## config.mk

```make
export PLATFORM = sky130hd
export DESIGN_NAME = hostCtrlReg
export DESIGN_NICKNAME = d
export VERILOG_FILES = /design/src/rtl/hctlPkg.sv /design/src/rtl/hctlControl.sv /design/src/rtl/hctlDatapath.sv /design/src/rtl/hostCtrlReg.sv
export SDC_FILE = /design/constraint.sdc
export NUM_CORES = 1
export LEC_CHECK = 0
export BUFFER_PORTS_ARGS = -buffer_cell sky130_fd_sc_hd__buf_4
export CAP_MARGIN = 20
export CORE_ASPECT_RATIO = 1.25
export CORE_UTILIZATION = 40
export DETAILED_ROUTE_END_ITERATION = 10
export GPL_TIMING_DRIVEN = 0
export PLACE_DENSITY_LB_ADDON = 0.12
export SETUP_SLACK_MARGIN = 0.1
export SLEW_MARGIN = 10
export SYNTH_ARGS = -nofsm -noshare
export SYNTH_HDL_FRONTEND = slang
export SYNTH_SLANG_ARGS = --single-unit
export TNS_END_PERCENT = 1
```

## constraint.sdc

```tcl
create_clock -name clk -period 3.2 [get_ports clk]
set_input_delay 0.32 -clock clk [delete_from_list [all_inputs] [get_ports clk]]
set_output_delay 0.32 -clock clk [all_outputs]
set_load 0.005 [all_outputs]
```

## src/rtl/hctlPkg.sv

```systemverilog
package hctlPkg;
  localparam int DATA_W = 32;
  localparam int LANES  = DATA_W / 8;
  localparam logic [DATA_W-1:0] WR_MASK = 32'h0104_7F3F;
  localparam int TXFMT_LSB = 8;
  localparam int RXFMT_LSB = 10;

  typedef enum logic [1:0] {W_NONE = 2'd0, W_16 = 2'd1, W_24 = 2'd2, W_32 = 2'd3} accWidth_t;

  typedef struct packed {
    logic             hit;
    accWidth_t        width;
    logic [LANES-1:0] wrLane;
    logic             clrHigh;
    logic             commit;
  } strobes_t;
endpackage

```

## src/rtl/hctlControl.sv

```systemverilog
module hctlControl
  import hctlPkg::*;
#(
  parameter int ADDR_W     = 32,
  parameter int UB_BASE_W  = 8,
  parameter int PCI_OFFSET = 'h010
) (
  input  logic [1:0]           busMode,
  input  logic                 memSpace,
  input  logic [ADDR_W-1:0]    addr,
  input  logic [ADDR_W-1:0]    pciBase,
  input  logic [UB_BASE_W-1:0] ubBase,
  input  logic                 wrEn,
  input  logic [LANES-1:0]     byteEn,
  input  logic                 commit,
  input  logic [1:0]           txFmt,
  input  logic [1:0]           rxFmt,
  output strobes_t             stb
);
  localparam int UB_IDX_W = 3;
  localparam logic [UB_IDX_W-1:0] UB_IDX = 3'd4;
  localparam logic [ADDR_W-1:0] OFFS = ADDR_W'(PCI_OFFSET);

  logic pciHit, ubHit, narrow;

  assign pciHit = (busMode == 2'd1) && memSpace && (addr == pciBase + OFFS);
  assign ubHit  = busMode[1] &&
                  (addr[UB_BASE_W+UB_IDX_W-1:UB_IDX_W] == ubBase) &&
                  (addr[UB_IDX_W-1:0] == UB_IDX);
  assign narrow = (txFmt != 2'd0) && (rxFmt != 2'd0);

  always_comb begin
    stb         = '0;
    stb.commit  = commit;
    stb.hit     = pciHit || ubHit;
    if (pciHit)      stb.width = W_32;
    else if (ubHit)  stb.width = narrow ? W_16 : W_24;
    else             stb.width = W_NONE;

    if (wrEn) begin
      unique case (stb.width)
        W_32: stb.wrLane = byteEn;
        W_24: stb.wrLane = {1'b0, byteEn[LANES-2:0]};
        W_16: begin
          stb.wrLane  = {2'b00, byteEn[LANES/2-1:0]};
          stb.clrHigh = 1'b1;
        end
        default: stb.wrLane = '0;
      endcase
    end
  end
endmodule

```

## src/rtl/hctlDatapath.sv

```systemverilog
module hctlDatapath
  import hctlPkg::*;
(
  input  logic              clk,
  input  logic              rstN,
  input  strobes_t          stb,
  input  logic              rdEn,
  input  logic [DATA_W-1:0] wrData,
  output logic [DATA_W-1:0] rdData,
  output logic [DATA_W-1:0] ctrlOut
);
  logic [DATA_W-1:0] shadowReg, activeReg;

  always_ff @(posedge clk) begin
    if (!rstN) begin
      shadowReg <= '0;
      activeReg <= '0;
    end else begin
      if (stb.commit) activeReg <= shadowReg & WR_MASK;
      for (int i = 0; i < LANES; i++) begin
        if (stb.wrLane[i])
          shadowReg[8*i +: 8] <= wrData[8*i +: 8];
        else if (stb.clrHigh && (i >= LANES/2))
          shadowReg[8*i +: 8] <= '0;
      end
    end
  end

  always_comb begin
    rdData = '0;
    if (rdEn && stb.hit) begin
      unique case (stb.width)
        W_32:    rdData = activeReg;
        W_24:    rdData = {8'h00, activeReg[23:0]};
        W_16:    rdData = {16'h0000, activeReg[15:0]};
        default: rdData = '0;
      endcase
    end
  end

  assign ctrlOut = activeReg;
endmodule

```

## src/rtl/hostCtrlReg.sv

```systemverilog
module hostCtrlReg
  import hctlPkg::*;
#(
  parameter int ADDR_W     = 32,
  parameter int UB_BASE_W  = 8,
  parameter int PCI_OFFSET = 'h010
) (
  input  logic                 clk,
  input  logic                 rstN,
  input  logic [1:0]           busMode,
  input  logic                 memSpace,
  input  logic [ADDR_W-1:0]    addr,
  input  logic [ADDR_W-1:0]    pciBase,
  input  logic [UB_BASE_W-1:0] ubBase,
  input  logic                 wrEn,
  input  logic                 rdEn,
  input  logic [3:0]           byteEn,
  input  logic [31:0]          wrData,
  input  logic                 commit,
  output logic [31:0]          rdData,
  output logic [31:0]          ctrlOut
);
  strobes_t stb;

  hctlControl #(.ADDR_W(ADDR_W), .UB_BASE_W(UB_BASE_W), .PCI_OFFSET(PCI_OFFSET)) u_ctl (
    .busMode (busMode),
    .memSpace(memSpace),
    .addr    (addr),
    .pciBase (pciBase),
    .ubBase  (ubBase),
    .wrEn    (wrEn),
    .byteEn  (byteEn),
    .commit  (commit),
    .txFmt   (ctrlOut[TXFMT_LSB +: 2]),
    .rxFmt   (ctrlOut[RXFMT_LSB +: 2]),
    .stb     (stb)
  );

  hctlDatapath u_dp (
    .clk    (clk),
    .rstN   (rstN),
    .stb    (stb),
    .rdEn   (rdEn),
    .wrData (wrData),
    .rdData (rdData),
    .ctrlOut(ctrlOut)
  );
endmodule

```

; ---- Word-level counts from Yosys, hierarchy flattened
; Index checks and enable logic that the tools add are counted.
[word_totals]
register_bits = 32
output_inout_bits = 64
[classes]
addsub = 1
eq_ne = 7
n_mux = 11
reduce_logical = 11
[op_table]
columns = cell, count
row1 = $pmux 25 s3, 1
row2 = $add 32x5->32 const B, 1
row3 = $eq 32x32->1, 1
row4 = $mux 32, 1
row5 = $pmux 4 s3, 1
row6 = $eq 8x8->1, 1
row7 = $reduce_bool 2->1, 4
row8 = $logic_and 1x1->1, 6
row9 = $mux 2, 3
row10 = $mux 3, 2
row11 = $mux 5, 1
row12 = $eq 2x1->1 const B, 2
row13 = $eq 2x2->1 const B, 2
row14 = $eq 3x3->1 const B, 1
row15 = $mux 1, 2
row16 = $logic_or 1x1->1, 1

; ---- Logic depth before layout (Yosys ltp)
; Gate-level depths: netlist of run 1.
[logic_depth]
depth_word = 10
ltp_mapped = 10

; ---- Hierarchy
; Synthesis of run 1 repeated with hierarchy kept, for this count alone.
[hier_totals]
hier_cells = 326
area_unflattened_um2 = 2731.4
[by_module_without_submodules]
columns = mod, n_inst, cells_each, area_each_um2, seq_area_each_um2
row1 = hctlDatapath, 1, 152, 1549.0, 600.6
row2 = hctlControl, 1, 174, 1182.4, 0.0

; ---- Worst setup path before layout of run 1
; OpenSTA, ideal clock, no wires.
[synth_path]
kind = input to output
start = in pciBase[4]
end = out rdData[10]
arrival_time_ns = 2.811
required_ns = 2.880
path_slack_ns = 0.069
path_stages = 10
cell_sequence = ha_1 -> nand3_1 -> or4_4 -> buf_6 -> o21ai_0 -> or3b_2 -> o21a_1 -> a31oi_1 -> clkbuf_2 -> and3b_1
[synth_via]
elab_chain_cells = 7
word_cells_on_any_way = 11
classes_between = add/sub (1) / eq/ne (4) / mux (3) / reduce/logical (3)
[synth_rtl]
columns = element, line_no
row1 = start: declaration, hostCtrlReg.sv:13  ; input logic [ADDR_W-1:0] pciBase,
row2 = $add 32x5->32 (*), hctlControl.sv:26  ; assign pciHit = (busMode == 2'd1) && memSpace && (addr == pciBase + OFFS);
row3 = $eq 32x32->1 (*), hctlControl.sv:26
row4 = $logic_and 1x1->1 (*), hctlControl.sv:26
row5 = $mux 2, hctlControl.sv:36  ; if (pciHit) stb.width = W_32;
row6 = $eq 2x1->1 or $eq 2x2->1 (tied branches), hctlDatapath.sv:32  ; unique case (stb.width)
row7 = $pmux 25 s3, hctlDatapath.sv:32
row8 = $mux 32 (*), hctlDatapath.sv:31  ; if (rdEn && stb.hit) begin
row9 = end: declaration, hostCtrlReg.sv:20  ; output logic [31:0] rdData,
; Mark *: on every way between the ends. The rest lies on a longest branch, timed or not.

; ---- Worst setup path in the final report of run 1
[layout_path]
start = in pciBase[4]
end = out rdData[12]
; The elaborated chain is that of the path after synthesis.

==> results.toml, run 1 <==
[pwr]
switching_share_pct = 28.6
power_switching_mw = 0.293
leakage_nw = 2.00
p_int_mw = 0.731
p_per_area_nw_per_um2 = 231
power_frac_comb_pct = 33.2
power.clock.fraction_pct = 30.3
power.share.sequential_pct = 36.5
ir_worst_vdd_mv = 0.221

[global_route]
grt_pass1_vias = 3272
grt_max_degree = 11
grt-ovfl-total = 0
grt_use_total_pct = 21.8
grt_pass1_wl_microns = 14000
antenna_found_initial = 0

[detailed_routing]
ant_nets = 0
wirelength_microns = 8420
drtPass1Iterations = 4
route.detailed.drc = 0
drt_iter0_drc = 39
via_per_inst = 5.01
detailroute.via_count = 3159
wl_per_cell_microns = 13.3

[worst_setup_path]
critical_path.top_delay_family = "simple AND/OR/NAND/NOR gates"
worstPathRequired_ns = 2.88
critPathLaunch = "pciBase[4]"
setup.worst_path.end_class = "output pin"
reg2reg_depth = 4
cp_slowest_cell = "or4_4"
r2r_end = "u_dp.shadowReg[18]"
r2r-start = "u_dp.ctrlOut[8]"
path_max_fanout = 7
crit_buf_inv = 4
slowest_delay_ns = 0.54
path_common_cell = "or4_4"
worstSetupPathType = "input port to output pin"
cp_cell_sequence = "buf_8, ha_4, nand3_4, or4_4, buf_6, or4_4, a21oi_4, o21a_1, a31oi_4, clkbuf_8, and3b_1, buf_4"
rrSetupSlack_ns = 2.00
worst-path-stages = 12
cp-start-kind = "input port"
crit_path_end = "rdData[12]"
cp.arrival_ns = 2.80

[floorplan]
pin_count = 180
start_util_pct = 42.1
die-area_sq_um = 7830
core_area_sq_um = 7100
die_w_microns = 79.4
die-height_microns = 98.7
row_count = 34

[clocking]
cts_root_buf = "clkbuf_8"
hold_buffers = 0
numClockSinks = 30
ctsHtreeMaxLevel = 2
insertion_delay_ns = 0.28
path_clk_slew_ns = 0.06
cts_tree = "yes"
clockBufferDepth = 2
numCtsBuffers = 5

[sta]
setup_tns_ns = 0
rsz0062_at_grt = "yes"
setup_viol = 0
min_period_over_period_pct = 97.5
fmax_ghz = 0.321
finClkSkew_ns = 0.00704
hold_viol_final = 0
worst_slew_pin_slew_ns = 0.738
fin_crit_ns = 3.12
drv_slew = 0
slew_headroom_pct = 50.8

[cells_and_area]
nets = 657
synthToLayoutAreaGrowth_pct = 48.0
drive_gt1_share_pct = 37.5
layout_common_cells = "166 x buf_4, 40 x nand2_1, 34 x conb_1"
fin_cells = 631
layout_commonest_cell = "buf_4"
num_antenna_cells = 0

[synth]
synth_edf_count = 0
ys_seq_area_share_pct = 20.1
syn-cell-area_sq_um = 2990
synthDistinctLibCells = 56
yosys_warnings = 0
syn_inst = 367
synth-main-ff-cell = "dfxtp_1"
syn_avg_cell_area_sq_um = 8.15
ys_seq_elements = 30
ys_async_sr_fraction_pct = 0

[run]
maxCapViolations = 0

[placement]
placed_cells = 613
io_buffers = 123
hpwlAfterDp_microns = 7040
finalWeightedCongestion = 0.815

[worst_hold_path]
hold_depth = 3
hp-class = "input port to flip-flop"

[run_status]
outcome = "finished, final reports clean"
-- through the flow --
step	power [mW]	hold WS (ns)	setup WS (ns)	area [sq um]	utilization [%]
6_report	1.02	0.295	0.0811	4430	62.4
5_1_grt	1.07	0.308	-0.0123	4430	62.4
4_1_cts	1.02	0.297	0.0715	4410	62.1
3_5_place_dp	0.706	0.450	-0.610	4160	58.5
3_3_place_gp	0.700	0.443	-0.599	4160	58.5
2_1_floorplan	0.561	0.434	0.116	3120	-
-- worst reg2reg max path: cells and delay by family, from the launching register on --
kind / cells / cell delay, ns
flip-flops: 1 / 0.33
AND/OR/NAND/NOR: 1 / 0.29
AO/OA/AOI/OAI: 3 / 0.50
-- sequential cells by signal, summed over array words and instances (netlist names) --
register / count
u_dp.shadowReg: 15
u_dp.ctrlOut: 15
-- per-layer routing --
metal,track usage (%),routed length [microns],vias up
met3,3.24,479,17
li1,-,-,1616
met4,5.87,147,0
met5,0,0,-
met2,43.9,4610,102
met1,22.7,3180,1424
-- cell usage after synthesis, types with 2 or more instances --
cell type	n	share of area, %
or4_4	2	0.75
o21ai_0	7	1.2
and3_1	8	1.7
o21a_1	2	0.50
nand4_1	14	2.9
nor2b_1	17	3.6
and4_1	7	2.0
nor2_1	7	0.88
a21o_1	2	0.50
mux2i_1	30	10
nand3_1	16	2.7
a211o_1	2	0.59
buf_4	36	9.0
xnor2_1	29	8.5
nand3b_1	3	0.75
nand4b_1	2	0.59
and2_1	4	0.84
o22ai_1	3	0.63
nor4_1	10	2.1
clkbuf_1	11	1.4
a21oi_1	5	0.84
and3b_1	13	3.8
o31ai_4	2	1.4
o211ai_1	4	1.0
a211oi_1	2	0.50
nand2_1	40	5.0
nor3_1	9	1.5
or3_1	3	0.63
a31oi_1	4	0.84
a22oi_1	3	0.75
xor2_1	16	4.7
dfxtp_1	30	20
-- how the worst min path moves through the flow --
stage,start,end,slack (ns)
after floorplan,u_dp.shadowReg[0],u_dp.shadowReg[0],0.43
after detailed placement,u_dp.shadowReg[5],u_dp.shadowReg[5],0.45
after CTS,wrData[12],u_dp.shadowReg[12],0.30
after global placement,u_dp.shadowReg[3],u_dp.shadowReg[3],0.44
final,wrData[12],u_dp.shadowReg[12],0.29
after global routing,wrData[8],u_dp.shadowReg[8],0.31
-- layout make-up --
cell class / count / area, sq um
flip-flops and latches: 30 / 601
clock inverters: 1 / 5.00
clock buffers: 7 / 86.3
fillers: 680 / 2670
plain buffers: 49 / 337
well taps: 90 / 113
repair buffers: 133 / 1020
multi-input cells: 321 / 2270
-- kinds of logic after synthesis --
logic type      Yosys count  share of synthesized area (%)
simple gates            165                           33.4
buf+inv                  49                           11.0
compound gates           45                           11.4
xor+xnor                 45                           13.2
mux                      31                           10.4
flops                    30                           20.1
fa+ha+maj                 1                          0.418
other cells               1                          0.125
-- repair_timing --
item / CTS / global route
setup endpoints to repair: 15 / 15
pin swaps: 10 / 3
gates resized for setup: 17 / 3
buffers inserted: 8 / 1
gates cloned: 1 / 0
-- power groups by stage --
stage               registers [mW]  clock network, mW  logic [mW]
floorplan                    0.382                  0       0.179
global placement             0.382                  0       0.318
CTS                          0.373              0.314       0.337
finish                       0.373              0.311       0.339
detailed placement           0.382                  0       0.324
global route                 0.373              0.330       0.371
No activity file was read; power rests on OpenSTA's default activity.
==> run 2, diff against run 1 <==
- CAP_MARGIN: 20 -> 10
- clock period: 3.2 -> 3.3 ns (I/O delays scaled with it)
==> run 2 against run 1 <==
  * Combinational power down 1%
  * Sequential power down 3%
  * Total power decreased by 2.6%
  * Final cell count grew 0.32%
  * Via count increased by 0.70%
  * First-iteration DRC count up 54%
  * Clock skew fell by 0.0051 ns
  * Sequential share of layout area shrank 0.17 points
  * Wire length is 0.44% lower
  * Worst hold slack improved by 0.013 ns
==> results.toml, run 2 (same netlist as run 1, synthesis figures left out) <==
[run_status]
outcome = "finished, final reports clean"

[clocking]
numClockSinks = 30
hold_buffers = 0
insertion_delay_ns = 0.28
numCtsBuffers = 5
cts_root_buf = "clkbuf_8"
path_clk_slew_ns = 0.06
cts_tree = "yes"
ctsHtreeMaxLevel = 2
clockBufferDepth = 2

[global_route]
grt_max_degree = 11
antenna_found_initial = 0
grt_pass1_wl_microns = 13100
grt-ovfl-total = 0
grt_use_total_pct = 20.6
grt_pass1_vias = 3043

[sta]
fin_crit_ns = 3.16
worst_slew_pin_slew_ns = 0.731
fmax_ghz = 0.317
setup_tns_ns = 0
setup_viol = 0
min_period_over_period_pct = 95.7
hold_viol_final = 0
finClkSkew_ns = 0.00196
drv_slew = 0
slew_headroom_pct = 51.2
rsz0062_at_grt = "yes"

[worst_setup_path]
worstPathRequired_ns = 2.97
cp-start-kind = "input port"
critical_path.top_delay_family = "simple AND/OR/NAND/NOR gates"
slowest_delay_ns = 0.54
crit_buf_inv = 4
cp_cell_sequence = "buf_8, nand4_1, or4_4, buf_6, or4_4, a21oi_4, o21a_4, a31oi_4, buf_8, and3b_1, buf_4"
path_max_fanout = 6
cp_slowest_cell = "or4_4"
setup.worst_path.end_class = "output pin"
worstSetupPathType = "input port to output pin"
cp.arrival_ns = 2.83

[detailed_routing]
ant_nets = 0
route.detailed.drc = 0
drt_iter0_drc = 60
drtPass1Iterations = 5
detailroute.via_count = 3181
wirelength_microns = 8380
wl_per_cell_microns = 13.2
via_per_inst = 5.03

[floorplan]
row_count = 34
die_w_microns = 79.4
start_util_pct = 42.1
die-area_sq_um = 7830
core_area_sq_um = 7100
pin_count = 180
die-height_microns = 98.7

[cells_and_area]
layout_commonest_cell = "buf_4"
synthToLayoutAreaGrowth_pct = 49.9
drive_gt1_share_pct = 37.9
num_antenna_cells = 0
nets = 659
layout_common_cells = "161 x buf_4, 40 x nand2_1, 34 x conb_1"

[pwr]
leakage_nw = 2.01
total_power_mw = 0.996
p_per_area_nw_per_um2 = 222
ir_worst_vdd_mv = 0.159

[worst_hold_path]
hp-class = "input port to flip-flop"

[placement]
io_buffers = 123
finalWeightedCongestion = 0.810
hpwlAfterDp_microns = 6910

[run]
maxCapViolations = 0
## run 2: per-stage QoR
stage | instances | instance area, sq um | utilization [%] | setup slack (ns) | hold slack, ns
global placement | 613 | 4150 | 58.5 | -0.605 | 0.443
floorplan | 400 | 3120 | - | 0.149 | 0.434
global route | 633 | 4490 | 63.2 | 0.0617 | 0.303
CTS | 626 | 4360 | 61.4 | 0.115 | 0.305
finish | 633 | 4490 | 63.2 | 0.141 | 0.308
detailed placement | 613 | 4150 | 58.5 | -0.656 | 0.450
## run 2: what timing repair did
| item | 4_1_cts | 5_1_grt |
|---|---|---|
| gates resized for setup | 14 | 20 |
| setup endpoints to repair | 17 | 14 |
| pin swaps | 4 | 10 |
| cloned | 1 | 0 |
| buffers inserted | 4 | 7 |
## run 2: layout make-up
class                   count  area [sq um]
fillers                   669          2620
multi-input cells         321          2280
repair buffers            135          1060
flip-flops and latches     30           601
plain buffers              49           338
well taps                  90           113
clock buffers               7          86.3
clock inverters             1          5.00
## run 2: routing by layer
layer  wire, microns  track usage [%]  vias to the layer above
met2            4720             41.8                       88
met4              85             3.78                        0
li1                -                -                     1619
met1            3190             21.8                     1464
met3             385             2.78                       10
met5               0                0                        -
## run 2: power by group
part           internal [mW]  leakage [nW]  total (mW)  switching [mW]
Sequential             0.362         0.241       0.362       0.0000113
Combinational          0.184          1.72       0.335           0.151
Clock                  0.168        0.0482       0.299           0.132
## run 2: worst register-to-register path: stages, from the launching register on
cell	delay [ns]
dfxtp_1	0.38
o22a_1	0.23
o211ai_1	0.09
and3_1	0.21
o2bb2ai_1	0.12
## run 2: path summary, 6_finish.rpt
check / slack, ns / cells past startpoint / end / startpoint
worst max-delay path: 0.14 / 11 / rdData[4] / pciBase[15]
worst min-delay path: 0.31 / 3 / u_dp.shadowReg[3] / wrData[3]
worst max register to register: 2.17 / 4 / u_dp.shadowReg[18] / u_dp.ctrlOut[10]
worst min register to register: 0.46 / 2 / u_dp.shadowReg[4] / u_dp.shadowReg[4]
==> run 3, diff against run 2 <==
- SYNTH_HIERARCHICAL: unset -> 1
==> run 3 against run 2 <==
  * Via count shrank 9.7%
  * Count of clock-buffer cells in the layout shrank 1
  * Register-to-register slack lost 0.41 ns
  * Synthesized cell count shrank 11%
  * Cell area shrank 3.2%
  * Total power shrank 1.7%
  * Critical path type unchanged
  * Highest routed layer unchanged
==> results.toml, run 3 <==
[run_status]
outcome = "finished, final reports clean"

[placement]
hpwlAfterDp_microns = 6060
place_ws_ns = -0.482
io_buffers = 127
finalWeightedCongestion = 0.893
dpl-instance-area_sq_um = 3920
placed_cells = 573

[pwr]
leakage_nw = 1.97
p_per_area_nw_per_um2 = 225
total_power_mw = 0.979
ir_worst_vdd_mv = 0.402

[detailed_routing]
drt_iter0_drc = 62
wirelength_microns = 7890
wl_per_cell_microns = 13.2
via_per_inst = 4.80
detailroute.via_count = 2872
ant_nets = 0
drtPass1Iterations = 4
route.detailed.drc = 0

[sta]
setup_tns_ns = 0
rsz0062_at_grt = "yes"
setup_slack_ns = 0.0789
holdWs_ns = 0.277
fmax_ghz = 0.310
hold_viol_final = 0
drv_slew = 0
finClkSkew_ns = 0.00528
setup_viol = 0
min_period_over_period_pct = 97.6
fin_crit_ns = 3.22

[clocking]
cts_root_buf = "clkbuf_8"
hold_buffers = 0
insertion_delay_ns = 0.28
clockBufferDepth = 2
cts_tree = "yes"
ctsHtreeMaxLevel = 2
numClockSinks = 30
numCtsBuffers = 5
path_clk_slew_ns = 0.07

[floorplan]
die_w_microns = 75.9
row_count = 33
die-height_microns = 94.4
pin_count = 180
die-area_sq_um = 7170
core_area_sq_um = 6570
start_util_pct = 41.6

[worst_hold_path]
hold_depth = 2
hp-start = "wrData[18]"
hp-class = "input port to flip-flop"

[worst_setup_path]
path_max_fanout = 5
critical_path.top_delay_family = "simple AND/OR/NAND/NOR gates"
setup.worst_path.end_class = "output pin"
worstSetupPathType = "input port to output pin"
cp-start-kind = "input port"
cp_cell_sequence = "buf_8, ha_4, inv_4, or2_4, or4_4, or2_1, a21oi_2, nor3_2, o2111ai_4, o21ai_2, o211a_4, buf_6, and2_4, buf_6"
reg2reg_depth = 5
worstPathRequired_ns = 2.97
critPathLaunch = "pciBase[4]"
worst-path-stages = 14
path_common_cell = "buf_6"
cp.arrival_ns = 2.89
slowest_delay_ns = 0.51
crit_buf_inv = 4
r2r-start = "u_dp/ctrlOut[9]"
cp_slowest_cell = "or4_4"

[global_route]
grt_pass1_vias = 2818
grt_max_degree = 11
antenna_found_initial = 0
grt_use_total_pct = 21.5
grt_pass1_wl_microns = 12500
grt-ovfl-total = 0

[cells_and_area]
synthToLayoutAreaGrowth_pct = 59.0
nFillCells = 567
multi_input_comb_area_sq_um = 2020
fin_util_pct = 66.2
nets = 627
num_antenna_cells = 0
design_area_sq_um = 4340
drive_gt1_share_pct = 45.2
layout_common_cells = "160 x buf_4, 34 x conb_1, 32 x mux2i_1"
ff_latch_area_sq_um = 601
fin_cells = 598
layout_commonest_cell = "buf_4"

[synth]
post-synth-top-area-cell = "dfxtp_1"
syn_avg_cell_area_sq_um = 8.38
synth.most_common_cell = "buf_4"
synth_top_area_share_pct = 22.0
synth.area.top_cells = "dfxtp_1 22%, mux2i_1 12%, buf_4 9.9%"
yosys_warnings = 6
synth_edf_count = 0
syn-cell-area_sq_um = 2730
synth-main-ff-cell = "dfxtp_1"
synthDistinctLibCells = 50
ys_seq_elements = 30
synth_common_cells = "36 x buf_4, 32 x mux2i_1, 31 x nor2b_1, 30 x dfxtp_1, 27 x xnor2_1"
syn_inst = 326
ys_async_sr_fraction_pct = 0
ys_seq_area_share_pct = 22.0

[run]
maxCapViolations = 0
run 3: cell types whose count changed after synthesis, sizes merged, moves of 9 or more:
cell	delta
nand2	-19
and2	+9
and3b	-13
clkbuf	-9
nand4	-10
nor2b	+14
run 3: final timing paths:
check / slack (ns) / to
worst max-delay path: 0.08 / rdData[11]
worst min-delay path: 0.28 / u_dp/shadowReg[18]
worst max register to register: 1.76 / u_dp/shadowReg[18]
worst min register to register: 0.52 / u_dp/ctrlOut[18]
run 3: layer usage:
metal,global-route usage [%],wire length [microns],vias up
li1,-,-,1435
met1,22.1,2930,1309
met2,41.9,4230,107
met3,4.06,475,21
met4,10.1,257,0
met5,0,0,-
run 3: cells by family after synthesis:
group	share of synthesized area, %
buffers and inverters	12.9
xor gates and xnor gates	15.4
and+or+nand+nor	29.4
adders and majority gates	0.458
other	0.137
muxes	12.1
DFF	22.0
AOI/OAI and AO/OA	7.60
run 3: final cells by class:
class	instances	share of cell area, %
Sequential cell	30	13.8
Multi-Input combinational cell	280	46.5
Clock buffer	6	1.90
Buffer	43	7.60
Inverter	6	0.576
Tap cell	87	2.51
Timing Repair Buffer	144	26.8
Clock inverter	2	0.288
run 3: what timing repair did:
| action | CTS | global route |
|---|---|---|
| endpoints found under the setup margin | 15 | 15 |
| setup buffers | 13 | 3 |
| gates resized for setup | 40 | 12 |
| pin swaps | 12 | 13 |
| cloned | 1 | 0 |
run 3: power breakdown:
part / total (mW) / switching [mW] / internal (mW) / leakage [nW]
clock: 0.309 / 0.142 / 0.167 / 0.0472
combinational: 0.308 / 0.131 / 0.177 / 1.68
sequential: 0.362 / 0.0000111 / 0.362 / 0.241
